`config.mk`:
```
export PLATFORM = sky130hd
export DESIGN_NAME = cal_time_counter
export DESIGN_NICKNAME = d
export VERILOG_FILES = /design/src/rtl/cal_pkg.sv /design/src/rtl/cal_wrap_unit.sv /design/src/rtl/cal_hour_unit.sv /design/src/rtl/cal_date_unit.sv /design/src/rtl/cal_time_counter.sv
export SDC_FILE = /design/constraint.sdc
export NUM_CORES = 1
export LEC_CHECK = 0
export ABC_AREA = 0
export BUFFER_PORTS_ARGS = -buffer_cell sky130_fd_sc_hd__buf_4
export CORE_ASPECT_RATIO = 1.1
export CORE_MARGIN = 3
export CORE_UTILIZATION = 40
export DETAILED_ROUTE_END_ITERATION = 12
export GPL_ROUTABILITY_DRIVEN = 0
export REMOVE_ABC_BUFFERS = 1
export SYNTH_ARGS = -nofsm -noshare
export SYNTH_HDL_FRONTEND = slang
export SYNTH_HIERARCHICAL = 1
export SYNTH_SLANG_ARGS = --single-unit
```
`constraint.sdc`:
```
create_clock -name clk -period 45.4 [get_ports clk]
set_clock_uncertainty 0.05 [all_clocks]
set_input_delay 13.62 -clock clk [delete_from_list [all_inputs] [get_ports clk]]
set_output_delay 13.62 -clock clk [all_outputs]
set_load 0.03 [all_outputs]
```
`src/rtl/cal_pkg.sv`:
```
package cal_pkg;

    localparam int CAL_DW        = 8;
    localparam int CAL_NIB       = CAL_DW / 2;
    localparam int CAL_FIELDS    = 9;
    localparam int MODE_FREEZE_B = 7;
    localparam int MODE_BIN_B    = 2;
    localparam int MODE_H24_B    = 1;
    localparam int HOUR_PM_B     = 7;
    localparam int UNIT_WRAP     = 60;
    localparam int DAY_HOURS     = 24;
    localparam int HALF_DAY      = 12;
    localparam int YEAR_SPAN     = 100;
    localparam int MONTHS        = 12;
    localparam int WEEK_DAYS     = 7;

    typedef logic [CAL_DW-1:0] cal_byte_t;

    typedef struct packed {
        cal_byte_t sec;
        cal_byte_t min;
        cal_byte_t hour;
        cal_byte_t wday;
        cal_byte_t mday;
        cal_byte_t month;
        cal_byte_t year;
        cal_byte_t cent;
        cal_byte_t cent_alt;
    } cal_time_t;

    typedef enum logic [3:0] {
        SEL_SEC      = 4'd0,
        SEL_MIN      = 4'd1,
        SEL_HOUR     = 4'd2,
        SEL_WDAY     = 4'd3,
        SEL_MDAY     = 4'd4,
        SEL_MONTH    = 4'd5,
        SEL_YEAR     = 4'd6,
        SEL_CENT     = 4'd7,
        SEL_CENT_ALT = 4'd8
    } cal_sel_e;

    typedef struct packed {
        logic freeze;
        logic binary;
        logic h24;
    } cal_mode_t;

    localparam cal_time_t CAL_RESET_TIME = '{
        sec: '0, min: '0, hour: '0, wday: '0, mday: 8'd1,
        month: 8'd1, year: '0, cent: '0, cent_alt: '0
    };

    // Number n written in the selected encoding.
    function automatic cal_byte_t enc_of(input int unsigned n, input logic bin);
        if (bin) return cal_byte_t'(n);
        return {CAL_NIB'((n / 10) % 10), CAL_NIB'(n % 10)};
    endfunction

    // Value of a byte held in the selected encoding.
    function automatic cal_byte_t dec_of(input cal_byte_t v, input logic bin);
        if (bin) return v;
        return cal_byte_t'(v[CAL_DW-1:CAL_NIB] * 10 + v[CAL_NIB-1:0]);
    endfunction

    // Sum in either encoding; bit CAL_DW is the carry out.
    function automatic logic [CAL_DW:0] enc_add(input cal_byte_t a, input cal_byte_t b,
                                                input logic bin);
        logic [CAL_NIB:0] lo;
        logic [CAL_NIB:0] hi;
        logic             c_lo;
        logic             c_hi;
        if (bin) return {1'b0, a} + {1'b0, b};
        lo   = (CAL_NIB+1)'(a[CAL_NIB-1:0]) + (CAL_NIB+1)'(b[CAL_NIB-1:0]);
        c_lo = (lo >= (CAL_NIB+1)'(10));
        if (c_lo) lo = lo - (CAL_NIB+1)'(10);
        hi   = (CAL_NIB+1)'(a[CAL_DW-1:CAL_NIB]) + (CAL_NIB+1)'(b[CAL_DW-1:CAL_NIB])
             + (CAL_NIB+1)'(c_lo);
        c_hi = (hi >= (CAL_NIB+1)'(10));
        if (c_hi) hi = hi - (CAL_NIB+1)'(10);
        return {c_hi, hi[CAL_NIB-1:0], lo[CAL_NIB-1:0]};
    endfunction

    // Number of days in a month, returned in the selected encoding.
    function automatic cal_byte_t month_len(input cal_byte_t m, input logic bin);
        int unsigned days;
        case (dec_of(m, bin))
            8'd1, 8'd3, 8'd5, 8'd7, 8'd8, 8'd10, 8'd12: days = 31;
            8'd2:                                       days = 28;
            default:                                    days = 30;
        endcase
        return enc_of(days, bin);
    endfunction

endpackage

```
`src/rtl/cal_wrap_unit.sv`:
```
module cal_wrap_unit
    import cal_pkg::*;
#(
    parameter int LIMIT = UNIT_WRAP
) (
    input  cal_byte_t val_i,
    input  logic      en_i,
    input  logic      bin_i,
    output cal_byte_t val_o,
    output logic      carry_o
);
    logic [CAL_DW:0] sum;

    always_comb begin
        sum     = enc_add(val_i, enc_of(1, bin_i), bin_i);
        val_o   = val_i;
        carry_o = 1'b0;
        if (en_i) begin
            if (sum[CAL_DW-1:0] == enc_of(LIMIT, bin_i)) begin
                val_o   = '0;
                carry_o = 1'b1;
            end else begin
                val_o = sum[CAL_DW-1:0];
            end
        end
    end
endmodule

```
`src/rtl/cal_hour_unit.sv`:
```
module cal_hour_unit
    import cal_pkg::*;
(
    input  cal_byte_t hour_i,
    input  logic      en_i,
    input  logic      bin_i,
    input  logic      h24_i,
    output cal_byte_t hour_o,
    output logic      next_day_o
);
    cal_byte_t       lin;
    cal_byte_t       lin_nx;
    logic [CAL_DW:0] pm_sum;
    logic [CAL_DW:0] inc;
    cal_byte_t       half;
    cal_byte_t       low_bits;

    always_comb begin
        half     = enc_of(HALF_DAY, bin_i);
        low_bits = hour_i & ~(cal_byte_t'(1) << HOUR_PM_B);
        pm_sum   = enc_add(low_bits, half, bin_i);
        if (!h24_i && hour_i[HOUR_PM_B]) lin = pm_sum[CAL_DW-1:0];
        else                             lin = hour_i;

        inc        = enc_add(lin, enc_of(1, bin_i), bin_i);
        lin_nx     = inc[CAL_DW-1:0];
        next_day_o = 1'b0;
        if (lin_nx == enc_of(DAY_HOURS, bin_i)) begin
            lin_nx     = '0;
            next_day_o = en_i;
        end

        if (!en_i) begin
            hour_o = hour_i;
        end else if (h24_i || (lin_nx < half)) begin
            hour_o = lin_nx;
        end else begin
            hour_o = enc_of(int'(dec_of(lin_nx, bin_i)) - HALF_DAY, bin_i)
                   | (cal_byte_t'(1) << HOUR_PM_B);
        end
    end
endmodule

```
`src/rtl/cal_date_unit.sv`:
```
module cal_date_unit
    import cal_pkg::*;
(
    input  cal_time_t cur_i,
    input  logic      en_i,
    input  logic      bin_i,
    output cal_byte_t wday_o,
    output cal_byte_t mday_o,
    output cal_byte_t month_o,
    output cal_byte_t year_o,
    output cal_byte_t cent_o,
    output cal_byte_t cent_alt_o
);
    logic [CAL_DW:0] wd_sum;
    logic [CAL_DW:0] md_sum;
    logic [CAL_DW:0] mo_sum;
    logic [CAL_DW:0] yr_sum;
    logic [CAL_DW:0] ce_sum;
    logic            month_cy;
    logic            year_cy;
    logic            cent_cy;

    always_comb begin
        wd_sum = enc_add(cur_i.wday,  enc_of(1, bin_i), bin_i);
        md_sum = enc_add(cur_i.mday,  enc_of(1, bin_i), bin_i);
        mo_sum = enc_add(cur_i.month, enc_of(1, bin_i), bin_i);
        yr_sum = enc_add(cur_i.year,  enc_of(1, bin_i), bin_i);
        ce_sum = enc_add(cur_i.cent,  enc_of(1, bin_i), bin_i);

        wday_o     = cur_i.wday;
        mday_o     = cur_i.mday;
        month_o    = cur_i.month;
        year_o     = cur_i.year;
        cent_o     = cur_i.cent;
        cent_alt_o = cur_i.cent_alt;
        month_cy   = 1'b0;
        year_cy    = 1'b0;
        cent_cy    = 1'b0;

        if (en_i) begin
            wday_o = wd_sum[CAL_DW-1:0] % cal_byte_t'(WEEK_DAYS);
            if (cur_i.mday != month_len(cur_i.month, bin_i)) begin
                mday_o = md_sum[CAL_DW-1:0];
            end else begin
                mday_o   = enc_of(1, bin_i);
                month_cy = 1'b1;
            end
        end

        if (month_cy) begin
            if (mo_sum[CAL_DW-1:0] == enc_of(MONTHS + 1, bin_i)) begin
                month_o = enc_of(1, bin_i);
                year_cy = 1'b1;
            end else begin
                month_o = mo_sum[CAL_DW-1:0];
            end
        end

        if (year_cy) begin
            year_o = yr_sum[CAL_DW-1:0];
            if (bin_i ? (yr_sum[CAL_DW-1:0] == enc_of(YEAR_SPAN, 1'b1)) : yr_sum[CAL_DW]) begin
                year_o  = '0;
                cent_cy = 1'b1;
            end
        end

        if (cent_cy) begin
            cent_o     = ce_sum[CAL_DW-1:0];
            cent_alt_o = ce_sum[CAL_DW-1:0];
        end
    end
endmodule

```
`src/rtl/cal_time_counter.sv`:
```
module cal_time_counter
    import cal_pkg::*;
#(
    parameter int SEL_W  = 4,
    parameter int N_LOW  = 2
) (
    input  logic             clk,
    input  logic             rst,
    input  logic             tick_1s,
    input  logic [7:0]       mode_cfg,
    input  logic             wr_en,
    input  logic [SEL_W-1:0] wr_sel,
    input  logic [7:0]       wr_data,
    output logic [7:0]       sec_o,
    output logic [7:0]       min_o,
    output logic [7:0]       hour_o,
    output logic [7:0]       wday_o,
    output logic [7:0]       mday_o,
    output logic [7:0]       month_o,
    output logic [7:0]       year_o,
    output logic [7:0]       cent_o,
    output logic [7:0]       cent_alt_o,
    output logic             update_done
);
    cal_time_t cur_q;
    cal_time_t step_nx;
    cal_time_t time_nx;
    cal_mode_t mode;
    logic      go;
    logic      done_q;

    cal_byte_t low_in   [N_LOW];
    cal_byte_t low_out  [N_LOW];
    logic      low_en   [N_LOW];
    logic      low_cy   [N_LOW];
    logic      day_cy;
    cal_byte_t hour_nx;
    cal_byte_t wday_nx, mday_nx, month_nx, year_nx, cent_nx, cent_alt_nx;

    assign mode.freeze = mode_cfg[MODE_FREEZE_B];
    assign mode.binary = mode_cfg[MODE_BIN_B];
    assign mode.h24    = mode_cfg[MODE_H24_B];
    assign go          = tick_1s && !mode.freeze && !wr_en;

    assign low_in[0] = cur_q.sec;
    assign low_in[1] = cur_q.min;

    // Seconds then minutes: identical wrap-at-60 stages chained by carry.
    for (genvar gi = 0; gi < N_LOW; gi++) begin : g_low
        if (gi == 0) begin : g_first
            assign low_en[gi] = 1'b1;
        end else begin : g_chain
            assign low_en[gi] = low_cy[gi-1];
        end
        cal_wrap_unit #(.LIMIT(UNIT_WRAP)) u_unit (
            .val_i   (low_in[gi]),
            .en_i    (low_en[gi]),
            .bin_i   (mode.binary),
            .val_o   (low_out[gi]),
            .carry_o (low_cy[gi])
        );
    end

    cal_hour_unit u_hour (
        .hour_i     (cur_q.hour),
        .en_i       (low_cy[N_LOW-1]),
        .bin_i      (mode.binary),
        .h24_i      (mode.h24),
        .hour_o     (hour_nx),
        .next_day_o (day_cy)
    );

    cal_date_unit u_date (
        .cur_i      (cur_q),
        .en_i       (day_cy),
        .bin_i      (mode.binary),
        .wday_o     (wday_nx),
        .mday_o     (mday_nx),
        .month_o    (month_nx),
        .year_o     (year_nx),
        .cent_o     (cent_nx),
        .cent_alt_o (cent_alt_nx)
    );

    always_comb begin
        step_nx = '{
            sec: low_out[0], min: low_out[1], hour: hour_nx, wday: wday_nx,
            mday: mday_nx, month: month_nx, year: year_nx, cent: cent_nx,
            cent_alt: cent_alt_nx
        };
        time_nx = cur_q;
        if (wr_en) begin
            case (wr_sel)
                SEL_W'(SEL_SEC):      time_nx.sec      = wr_data;
                SEL_W'(SEL_MIN):      time_nx.min      = wr_data;
                SEL_W'(SEL_HOUR):     time_nx.hour     = wr_data;
                SEL_W'(SEL_WDAY):     time_nx.wday     = wr_data;
                SEL_W'(SEL_MDAY):     time_nx.mday     = wr_data;
                SEL_W'(SEL_MONTH):    time_nx.month    = wr_data;
                SEL_W'(SEL_YEAR):     time_nx.year     = wr_data;
                SEL_W'(SEL_CENT):     time_nx.cent     = wr_data;
                SEL_W'(SEL_CENT_ALT): time_nx.cent_alt = wr_data;
                default:              time_nx          = cur_q;
            endcase
        end else if (go) begin
            time_nx = step_nx;
        end
    end

    always_ff @(posedge clk) begin
        if (rst) begin
            cur_q  <= CAL_RESET_TIME;
            done_q <= 1'b0;
        end else begin
            cur_q  <= time_nx;
            done_q <= go;
        end
    end

    assign sec_o       = cur_q.sec;
    assign min_o       = cur_q.min;
    assign hour_o      = cur_q.hour;
    assign wday_o      = cur_q.wday;
    assign mday_o      = cur_q.mday;
    assign month_o     = cur_q.month;
    assign year_o      = cur_q.year;
    assign cent_o      = cur_q.cent;
    assign cent_alt_o  = cur_q.cent_alt;
    assign update_done = done_q;

    // binary second 59 wraps to 0 on an accepted strobe
    p_sec_wrap_r2: assert property (@(posedge clk) disable iff (rst)
        (go && mode.binary && cur_q.sec == 8'd59) |=> (cur_q.sec == 8'd0));

    // 11:59:59 PM in binary 12-hour form rolls to midnight
    p_pm_midnight_r3: assert property (@(posedge clk) disable iff (rst)
        (go && mode.binary && !mode.h24 && cur_q.hour == 8'h8B &&
         cur_q.min == 8'd59 && cur_q.sec == 8'd59) |=> (cur_q.hour == 8'h00));

    // a legal weekday stays legal across a strobe
    p_wday_range_r5: assert property (@(posedge clk) disable iff (rst)
        (go && cur_q.wday < 8'd7) |=> (cur_q.wday < 8'd7));

    // a century change from a strobe lands in both century bytes
    p_cent_mirror_r7: assert property (@(posedge clk) disable iff (rst)
        (update_done && cur_q.cent != $past(cur_q.cent)) |-> (cur_q.cent_alt == cur_q.cent));

    // strobes while frozen leave all bytes unchanged
    p_freeze_hold_r9: assert property (@(posedge clk) disable iff (rst)
        (tick_1s && mode.freeze && !wr_en) |=> $stable(cur_q));

    // the done pulse is caused only by an accepted strobe
    p_done_cause_r10: assert property (@(posedge clk) disable iff (rst)
        update_done |-> $past(tick_1s && !mode_cfg[MODE_FREEZE_B] && !wr_en));

    // a host write to the seconds byte lands on the next edge
    p_write_sec_r11: assert property (@(posedge clk) disable iff (rst)
        (wr_en && wr_sel == SEL_W'(SEL_SEC)) |=> (cur_q.sec == $past(wr_data)));

endmodule

```
---- Word level (Yosys, flattened, before mapping) ----
Memory sizes are Yosys's and may differ from the RTL's.
Index checks and enable logic that the tools add are counted.
word-level totals
  output and inout port bits .............. 73
  latch bits .............................. 0
  logic and storage cells ................. 256
  bits in registers ....................... 73
  bits of input ports ..................... 24
  memories kept ........................... 1
  RAM bits ................................ 0
  memory bits (read-only) ................. 32
memories
  name             words  bits a word  rd ports  clocked after memory_dff  write ports  RTL line       source
  (no name shown)  16     2            1         0                         0            cal_pkg.sv:87  case (dec_of(m, bin))
cells by class
  bitwise gates (word level) .............. 0
  divide/modulo/power cells ............... 7
  muxes and demuxes ....................... 112
  $lt $le $gt $ge ......................... 19
  reductions and logical operators ........ 25
  multipliers ............................. 2
  shift operators ......................... 0
  add/sub/neg operators ................... 57
  equality and inequality tests ........... 23
operators with widths
  kind                                                                                  number
  8-bit 2-to-1 mux                                                                      65
  72-bit 2-to-1 mux                                                                     2
  32-bit by 4-bit remainder unit with 32-bit output (second input constant)             4
  5-bit by 4-bit greater-or-equal comparator with 1-bit output (second input constant)  18
  4-bit by 4-bit adder with 5-bit output                                                17
  4-bit 2-to-1 mux                                                                      18
  4-bit subtractor (second input constant)                                              18
  32-bit by 4-bit divider with 32-bit output (second input constant)                    2
  32-bit 2-to-1 mux                                                                     2
  8-bit adder                                                                           7
  5-bit by 1-bit adder with 5-bit output                                                9
  8-bit == test                                                                         4
  3-bit AND reduction                                                                   8
  1-bit 2-to-1 mux                                                                      21
  9-bit 2-to-1 mux                                                                      2
  2-bit by 1-bit inequality test with 1-bit output (second input constant)              9
  8-bit by 4-bit adder with 8-bit output                                                2
  4-bit by 3-bit == test with 1-bit output (second input constant)                      4
  4-bit by 3-bit multiplier with 7-bit output (second input constant)                   2
  7-bit 2-to-1 mux                                                                      2
  2-bit nonzero test                                                                    7
  8-bit by 8-bit adder with 9-bit output                                                1
  8-bit by 4-bit subtractor with 9-bit output (second input constant)                   1
  7-bit by 8-bit adder with 8-bit output                                                1
  13 further kinds                                                                      19

---- Longest topological paths before layout ----
Gate-level depths: netlist of run 1.
  word-level depth ........................ 41
  depth in mapped cells ................... 57
  gate-level depth less buffers ........... 51

---- Hierarchy ----
Netlist of run 1, hierarchy kept.
modules (own cells, without submodules)
  module            cells an instance  times used  seq. area each (µm²)  area each (µm²)
  cal_date_unit     607                1           0.0                   4000.1
  cal_hour_unit     522                1           0.0                   3569.7
  cal_time_counter  367                1           1461.4                3485.8
  cal_wrap_unit     99                 2           0.0                   689.4

---- Worst setup path before layout of run 1 ----
Ideal clock, no wire load.
  path kind ............................... in2reg
  start ................................... input mode_cfg[2]
  end ..................................... register cur_q, in the netlist hour_o[3]
  path slack .............................. 20.469 ns
  arrival time ............................ 24.795 ns
  path buffers ............................ 5
  data required time ...................... 45.264 ns
  setup time .............................. 0.086 ns
  stages on the path ...................... 55
  cells stage by stage .................... buf_6 > inv_1 > buf_2 > buf_2 > ha_1 > inv_1 > fa_1 > ha_1 > or3b_2 > nand2_1 > or3_1 > nand2_1 > inv_1 > ha_1 > inv_1 > a31o_2 > a21o_1 > ha_1 > (+19 left out) > o31ai_1 > or3_1 > nor3_1 > clkbuf_1 > nor2_1 > a32oi_1 > o32ai_2 > o211a_1 > nor3_2 > xnor2_1 > inv_1 > ha_1 > or4_4 > o211ai_2 > a41oi_1 > a221oi_1 > a21oi_1 > a211oi_1
on the way
  longest elaborated chain between the ends .. 28
  elaborated cells between the ends (all ways) .. 84
  classes of those cells .................. 26 x add/sub; 1 x mul; 1 x div; 9 x order compare; 3 x eq/ne; 41 x mux; 3 x reduce/logical
ends and longest elaborated chain
  what                                                                                              RTL line                                     source
  start, declared                                                                                   cal_time_counter.sv:10                       input logic [7:0] mode_cfg,
  1-bit 2-to-1 mux (*)                                                                              cal_pkg.sv:56, cal_pkg.sv:62, cal_pkg.sv:73
  8-bit 2-to-1 mux                                                                                  cal_pkg.sv:57                                return {CAL_NIB'((n / 10) % 10), CAL_NIB'(n % 10)};
  4-bit by 4-bit adder with 5-bit output                                                            cal_pkg.sv:74                                lo = (CAL_NIB+1)'(a[CAL_NIB-1:0]) + (CAL_NIB+1)'(b[CAL_NIB-1:0]);
  5-bit by 4-bit greater-or-equal comparator with 1-bit output                                      cal_pkg.sv:75                                c_lo = (lo >= (CAL_NIB+1)'(10));
  5-bit by 1-bit adder with 5-bit output                                                            cal_pkg.sv:78                                + (CAL_NIB+1)'(c_lo);
  4-bit subtractor or 5-bit by 4-bit greater-or-equal comparator with 1-bit output (tied branches)  cal_pkg.sv:80, cal_pkg.sv:79
  4-bit 2-to-1 mux                                                                                  cal_pkg.sv:80                                if (c_hi) hi = hi - (CAL_NIB+1)'(10);
  8-bit 2-to-1 mux                                                                                  cal_pkg.sv:74
  (+13 left out)                                                                                    -
  8-bit by 4-bit subtractor with 9-bit output                                                       cal_hour_unit.sv:38                          hour_o = enc_of(int'(dec_of(lin_nx, bin_i)) - HALF_DAY, bin_i)
  32-bit by 4-bit remainder unit with 32-bit output or 7-bit 2-to-1 mux (tied branches)             cal_pkg.sv:57, cal_pkg.sv:56
  7-bit 2-to-1 mux                                                                                  cal_pkg.sv:57
  8-bit 2-to-1 mux (*)                                                                              cal_hour_unit.sv:35                          end else if (h24_i || (lin_nx < half)) begin
  8-bit 2-to-1 mux (*)                                                                              cal_hour_unit.sv:33                          if (!en_i) begin
  net hour_nx[3]                                                                                    cal_time_counter.sv:37                       cal_byte_t hour_nx;
  72-bit 2-to-1 mux (*)                                                                             cal_time_counter.sv:105                      end else if (go) begin
  72-bit 2-to-1 mux (*)                                                                             cal_time_counter.sv:92                       if (wr_en) begin
  end signal, assigned                                                                              cal_time_counter.sv:115                      cur_q <= time_nx;
  end, declared                                                                                     cal_time_counter.sv:25                       cal_time_t cur_q;
Mark *: on every way through the listed nets, which the timed path passes. The rest lies on a longest branch. The select of a mux whose other input is x is not followed.
A chain may end at the register's enable or synchronous reset.

---- Worst setup path in the final report of run 1 ----
  start ................................... input mode_cfg[2]
  end ..................................... register cur_q, in the netlist hour_o[6]
on the way
  longest elaborated chain between the ends .. 29
  elaborated cells between the ends (all ways) .. 85
  classes of those cells .................. 26 x add/sub; 1 x mul; 2 x div; 9 x order compare; 3 x eq/ne; 41 x mux; 3 x reduce/logical
ends and longest elaborated chain
  what                                                                                              RTL line
  1-bit 2-to-1 mux (*)                                                                              cal_pkg.sv:56, cal_pkg.sv:62, cal_pkg.sv:73
  8-bit 2-to-1 mux                                                                                  cal_pkg.sv:57
  4-bit by 4-bit adder with 5-bit output                                                            cal_pkg.sv:74
  5-bit by 4-bit greater-or-equal comparator with 1-bit output                                      cal_pkg.sv:75
  5-bit by 1-bit adder with 5-bit output                                                            cal_pkg.sv:78
  4-bit subtractor or 5-bit by 4-bit greater-or-equal comparator with 1-bit output (tied branches)  cal_pkg.sv:80, cal_pkg.sv:79
  4-bit 2-to-1 mux                                                                                  cal_pkg.sv:80
  8-bit 2-to-1 mux                                                                                  cal_pkg.sv:74
  (+14 left out)                                                                                    -
  32-bit by 4-bit divider with 32-bit output                                                        cal_pkg.sv:57
  32-bit by 4-bit remainder unit with 32-bit output                                                 cal_pkg.sv:57
  7-bit 2-to-1 mux                                                                                  cal_pkg.sv:57
  8-bit 2-to-1 mux (*)                                                                              cal_hour_unit.sv:35
  8-bit 2-to-1 mux (*)                                                                              cal_hour_unit.sv:33
  net hour_nx[6]                                                                                    cal_time_counter.sv:37
  72-bit 2-to-1 mux (*)                                                                             cal_time_counter.sv:105
  72-bit 2-to-1 mux (*)                                                                             cal_time_counter.sv:92
Marked as above.

==> results of run 1 <==
[registers in the layout, summed over array words and instances (netlist names)]
register / cells
cent_alt_o: 8
cent_o: 8
hour_o: 8
mday_o: 8
min_o: 8
month_o: 8
sec_o: 8
update_done: 1
wday_o: 8
year_o: 8
[logic make-up (layout without fill, tap and decap cells)]
kind of cell / count (synthesis) / after routing / synth area share, %
simple gates: 541 / 541 / 23.61
xor+xnor: 87 / 87 / 6.369
flops: 73 / 73 / 11.75
other cells: 1 / 5 / 0.03016
buf+inv: 210 / 204 / 7.406
mux: 41 / 41 / 3.492
compound gates: 655 / 655 / 38.35
fa+ha+maj: 86 / 86 / 8.996
[cell usage in the layout, fill, tap and decap left out, drive strengths merged, types with 20 or more instances in the layout]
cell type / netlist / final
nand4: 25 / 25
nor2b: 20 / 20
a21oi: 145 / 145
o21ai: 89 / 89
and3: 24 / 24
mux2i: 25 / 25
dfxtp: 73 / 73
xnor2: 64 / 64
and2: 23 / 23
nor2: 102 / 102
nand2: 132 / 132
nor3: 43 / 43
o211ai: 23 / 23
a211oi: 163 / 163
a21o: 24 / 24
ha: 79 / 79
nand3: 71 / 71
inv: 84 / 84
buf: 56 / 102
xor2: 23 / 23
a31oi: 23 / 23
[worst max path at each step]
| stage | startpoint | end | slack [ps] | depth (start not counted) |
|---|---|---|---|---|
| floorplan | mode_cfg[2] | hour_o[3] | 20350 | 50 |
| CTS | mode_cfg[2] | hour_o[6] | 19010 | 50 |
| detailed placement | mode_cfg[2] | hour_o[6] | 18710 | 50 |
| global route | mode_cfg[2] | hour_o[5] | 17830 | 50 |
| global placement | mode_cfg[2] | hour_o[6] | 18950 | 50 |
| finish | mode_cfg[2] | hour_o[6] | 18880 | 50 |
[metrics by stage]
step	util, %	cells	power, W
final	44.22	2106	0.0003336
after global routing	44.22	2106	0.0003567
after floorplan	-	1574	0.0002033
after detailed placement	43.06	2090	0.0002473
after CTS	44.22	2106	0.0003323
after global placement	43.06	2090	0.0002441
[critical path: cells and delay by family]
family | cells | cell delay [ps]
AND/OR/NAND/NOR | 15 | 3690
XOR/XNOR | 2 | 600
adder cells (fa/ha/maj) | 10 | 3000
buffers and inverters | 6 | 1050
AO/OA/AOI/OAI | 17 | 4660
[report_power, final]
group	internal (W)	leakage (nW)	switching (W)
clock network	0.0000554	0.169	0.0000291
logic	0.0000651	4.10	0.000105
registers	0.0000681	0.598	0.0000107
[metal layers]
metal  track usage, %  share of wire, %
met5                0                 0
met1            28.98                46
met4            4.579               1.7
met3            2.205               4.3
met2            38.43                48
[area by class of cell]
class                   instances  area [um2]  share of cell area (%)
well taps                     414       518.0                   3.839
clock buffers                  10       239.0                   1.771
repair buffers                102       765.7                   5.675
clock inverters                 6       115.1                  0.8530
inverters                      86       322.8                   2.392
flip-flops and latches         73        1461                   10.83
multi-input cells            1415       10070                   74.64
==> results.ini, run 1 <==
[outcome]
status=complete, no violations

[worst_setup_path]
slowest_delay_ps=740
crit_fanout=26
criticalPathCategory=in -> reg
reg2reg_to=hour_o[6]
rr_worst_depth=48
slowest_stage=a2111oi_0
crit_top_cell=ha_1
cp-end-kind=flop
r2r_start=hour_o[1]
arrival_ps=26640
critPathLaunchType=primary input
reg2reg_slack_ps=32130
required_ps=45520

[global_route]
grt_usage_pct=21.83
antenna_found_initial=0
grt-ovfl-total=0
grt_pass1_vias=12020
grt_pass1_wl_um=62340
grt_max_degree=81

[sta]
clock.fmax_ghz=0.03771
relSlewSlack_pct=36.24
whs_ps=583.3
worst_pin_slew_ps=956.4
setup_viol=0
fin_ws_ps=18880
finalSetupTns_ps=0
min_period_ps=26520
rsz0062_at_grt=no
drv_slew=0
final_hold_viol_count=0
finalCritPeriodShare_pct=58.40

[place]
dp_hpwl_um=27050
placed_area_mm2=0.01314
pre_cts_slack_ps=18710
port_buffers=91

[drt]
drtAntennaViolNets=0
wl_um=38060
drcViolationCount=0
vias=13050
avgViaCountPerCell=6.194
first_pass_iters=5
wl_per_cell_um=18.07
drt_iter0_markers=1002

[layout]
layout.nets=1796
layout-drive-gt1-share_pct=14.89
syn_to_final_growth_pct=8.523
fin_area_mm2=0.01349
fill_cells=3168
diodes=0

[logic_synthesis]
syn_avg_cell_area_um2=7.340
ys_seq_elements=73
seq_area_frac_synth_pct=11.75
dominantRegCellSynth=dfxtp_1
synth.top_cell.area_share_pct=11.75
yosysWarnings=6
synth_top_area_cell=dfxtp_1
synth.top_cells.by_area=dfxtp_1 12%, a211oi_1 8.2%, ha_1 7.9%
netlist_top_cells_count=144 x a21oi_1, 135 x a211oi_1, 131 x nand2_1, 99 x nor2_1, 82 x inv_1
synthCells=1694
ys_types=125
synth_most_common_cell=a21oi_1
synthesis.area_mm2=0.01243
synth_edf_count=0
synthArstFlopShare_pct=0

[clock_tree]
clock_path_buffers=2
cts_tree=done
cts_resized=0
numCtsBuffers=9
clk_pin_slew_ps=60
postCtsSetupRepairBufs=0
clock_sinks=73
h-tree-depth=3
postCtsHoldBufs=0
insertion_delay_ps=330
cts-root-buf=clkbuf_16

[pwr]
power_density_mw_per_mm2=24.72
p_leak_nw=4.865
vdd_ir_drop_max_uv=23.91

[run]
drv_cap=0

[worst_hold_path]
min_to=cent_alt_o[1]
hp-start=cent_alt_o[1]
holdPathStages=2
holdCritPathClass=reg -> reg

[floorplan]
core-area_mm2=0.03051
die_x_um=174.1
start_util_pct=40.75
fp.dieH_um=190.9
rows=67
die_area_mm2=0.03324
boundaryPins=97

No activity file was read; power rests on OpenSTA's default activity.
==> run 2: changes to the inputs <==
Clock period 45.4 ns to 21.4 ns, I/O delays scaled along.
==> run 2 against run 1 <==
  * Critical path depth is 1 higher
  * Clock power is 87% higher
  * Sequential share of layout area hardly changed
  * Critical endpoint is now hour_o[5]
  * Highest routed layer unchanged
  * Routed wire length is 1.5% higher
  * Register-to-register slack worse by 24000 ps
  * Largest power group unchanged
  * Utilization is 0.16 points lower
==> results.ini, run 2 (same netlist as run 1, synthesis figures left out) <==
[floorplan]
fp.dieH_um=190.9  ; unchanged
die_area_mm2=0.03324  ; unchanged
start_util_pct=40.75  ; unchanged
boundaryPins=97  ; unchanged
core-area_mm2=0.03051  ; unchanged
die_x_um=174.1  ; unchanged
rows=67  ; unchanged

[pwr]
p_seq_share_pct=24.4  ; +0.8 points
switching_share_pct=45.25  ; +1.8 points
p_leak_nw=4.837  ; -0.57%
power_report.internal_total_w=0.0003760  ; +99%
power_density_mw_per_mm2=51.07  ; +110%
vdd_ir_drop_max_uv=29.96  ; +25%
p_sw_w=0.0003107  ; +110%
p_comb_share_pct=52.7  ; +1.7 points
p_clk_share_pct=22.9  ; -2.4 points

[worst_setup_path]
crit_top_cell=ha_1
cp_top_family=compound AO/OA/AOI/OAI gates
r2r_start=hour_o[1]
criticalPathCategory=in -> reg
crit_fanout=48  ; +85%
slowest_stage=a2111oi_0
reg2reg_slack_ps=8140  ; -23,990 ps
critPathLaunchType=primary input
required_ps=21540  ; -23,980 ps
startpoint=mode_cfg[2]
cp-end-kind=flop
slowest_delay_ps=750  ; about the same
arrival_ps=19680  ; -6960 ps
reg2reg_to=hour_o[5]
critPathBufInv=7  ; +1
rr_worst_depth=48  ; unchanged

[drt]
wl_um=38650  ; +1.5%
wl_per_cell_um=18.35  ; +1.5%
first_pass_iters=5  ; unchanged
vias=13070  ; +0.18%
drtAntennaViolNets=0  ; unchanged
avgViaCountPerCell=6.205  ; +0.18%
drcViolationCount=0  ; unchanged
drt_iter0_markers=903  ; -9.9%

[worst_hold_path]
min_to=cent_alt_o[1]
hp-start=cent_alt_o[1]
holdPathStages=2  ; unchanged
holdCritPathClass=reg -> reg

[clock_tree]
clk_pin_slew_ps=60  ; about the same
cts-root-buf=clkbuf_16
cts_tree=done
clock_path_buffers=2  ; unchanged
postCtsSetupRepairBufs=0  ; unchanged
h-tree-depth=3  ; unchanged
numCtsBuffers=9  ; unchanged
cts_resized=0  ; unchanged
clock_sinks=73  ; unchanged
insertion_delay_ps=350  ; +20 ps
postCtsHoldBufs=0  ; unchanged

[place]
pre_cts_slack_ps=1626  ; -17,090 ps
place_inst=2090  ; unchanged
placed_area_mm2=0.01314  ; unchanged
port_buffers=91  ; unchanged
dp_hpwl_um=27320  ; +0.99%

[global_route]
grt_pass1_vias=12010  ; -0.042%
grt_usage_pct=22.01  ; +0.18 points
grt-ovfl-total=0  ; unchanged
grt_max_degree=81  ; unchanged
grt_pass1_wl_um=62260  ; -0.13%
antenna_found_initial=0  ; unchanged

[outcome]
status=complete, no violations

[layout]
layout.nets=1796  ; unchanged
fin_area_mm2=0.01345  ; -0.36%
diodes=0  ; unchanged
fill_cells=3167  ; -0.032%
final_cell_mix=144 x a21oi_1, 135 x a211oi_1, 131 x nand2_1
final_common_cell=a21oi_1
syn_to_final_growth_pct=8.130
fin_cells=2106  ; unchanged
final_util_pct=44.06  ; -0.16 points
layout-drive-gt1-share_pct=14.89  ; unchanged

[sta]
drv_slew=0  ; unchanged
relSlewSlack_pct=34.65  ; -1.6 points
final_hold_viol_count=0  ; unchanged
clock.fmax_ghz=0.05116
finalCritPeriodShare_pct=91.34
setup_viol=0  ; unchanged
finalSetupTns_ps=0  ; unchanged
min_period_ps=19550
rsz0062_at_grt=no
fin_ws_ps=1852  ; -17,030 ps
worst_pin_slew_ps=980.2  ; +23.85 ps

[run]
drv_cap=0  ; unchanged

## run 2: changes by cell type in the layout (fill, tap and decap cells not counted)
| cell | change |
|---|---|
| inv_6 | +1 |
| clkinvlp_4 | +2 |
| bufinv_16 | -2 |
| clkinv_2 | +1 |
| clkinv_4 | -2 |
## run 2: worst max path at each step
stage / to / slack [ps] / cells after the start
2_1_floorplan: hour_o[3] / 3550 / 50
3_3_place_gp: hour_o[5] / 1970 / 51
3_5_place_dp: hour_o[5] / 1630 / 51
4_1_cts: hour_o[5] / 1970 / 51
5_1_grt: hour_o[5] / 810 / 51
6_report: hour_o[5] / 1850 / 51
## run 2: final cells by class
type	count	area, um2	share of cell area (%)
inverter	86	322.8	2.401
timing repair buffer	102	765.7	5.695
clock inverter	6	66.31	0.4932
multi-input combinational	1415	10070	74.91
tap	414	518.0	3.853
clock buffer	10	239.0	1.777
sequential	73	1461	10.87
## run 2: tightest hold or removal path, delay by kind of cell, from the launching register on
kind	cells	cell delay, ps
AOI/OAI and AO/OA	2	250
DFF	1	350
## run 2: power groups by stage
stage / Sequential, W / Combinational (W) / Clock [W]
2_1_floorplan: 0.000179 / 0.000252 / 0
3_3_place_gp: 0.000170 / 0.000348 / 0
3_5_place_dp: 0.000170 / 0.000355 / 0
4_1_cts: 0.000167 / 0.000357 / 0.000160
5_1_grt: 0.000170 / 0.000398 / 0.000164
6_report: 0.000167 / 0.000362 / 0.000158
## run 2: metal layers
layer  GRT usage [%]  part of all wire (%)  wire (um)  vias up
met5               0                     0          0        -
met2           38.46                    48      18430      316
met1           28.57                    46      17620     6264
met4           6.931                   2.5        950        0
li1                -                     -          -     6430
met3           2.165                   4.3       1655       58
## run 2: metrics by stage
| step | power, W | hold slack, ps |
|---|---|---|
| 2_1_floorplan | 0.0004314 | 652.6 |
| 3_3_place_gp | 0.0005178 | 558.9 |
| 3_5_place_dp | 0.0005251 | 574.3 |
| 4_1_cts | 0.0006839 | 588.2 |
| 5_1_grt | 0.0007321 | 639.8 |
| 6_report | 0.0006867 | 588.3 |
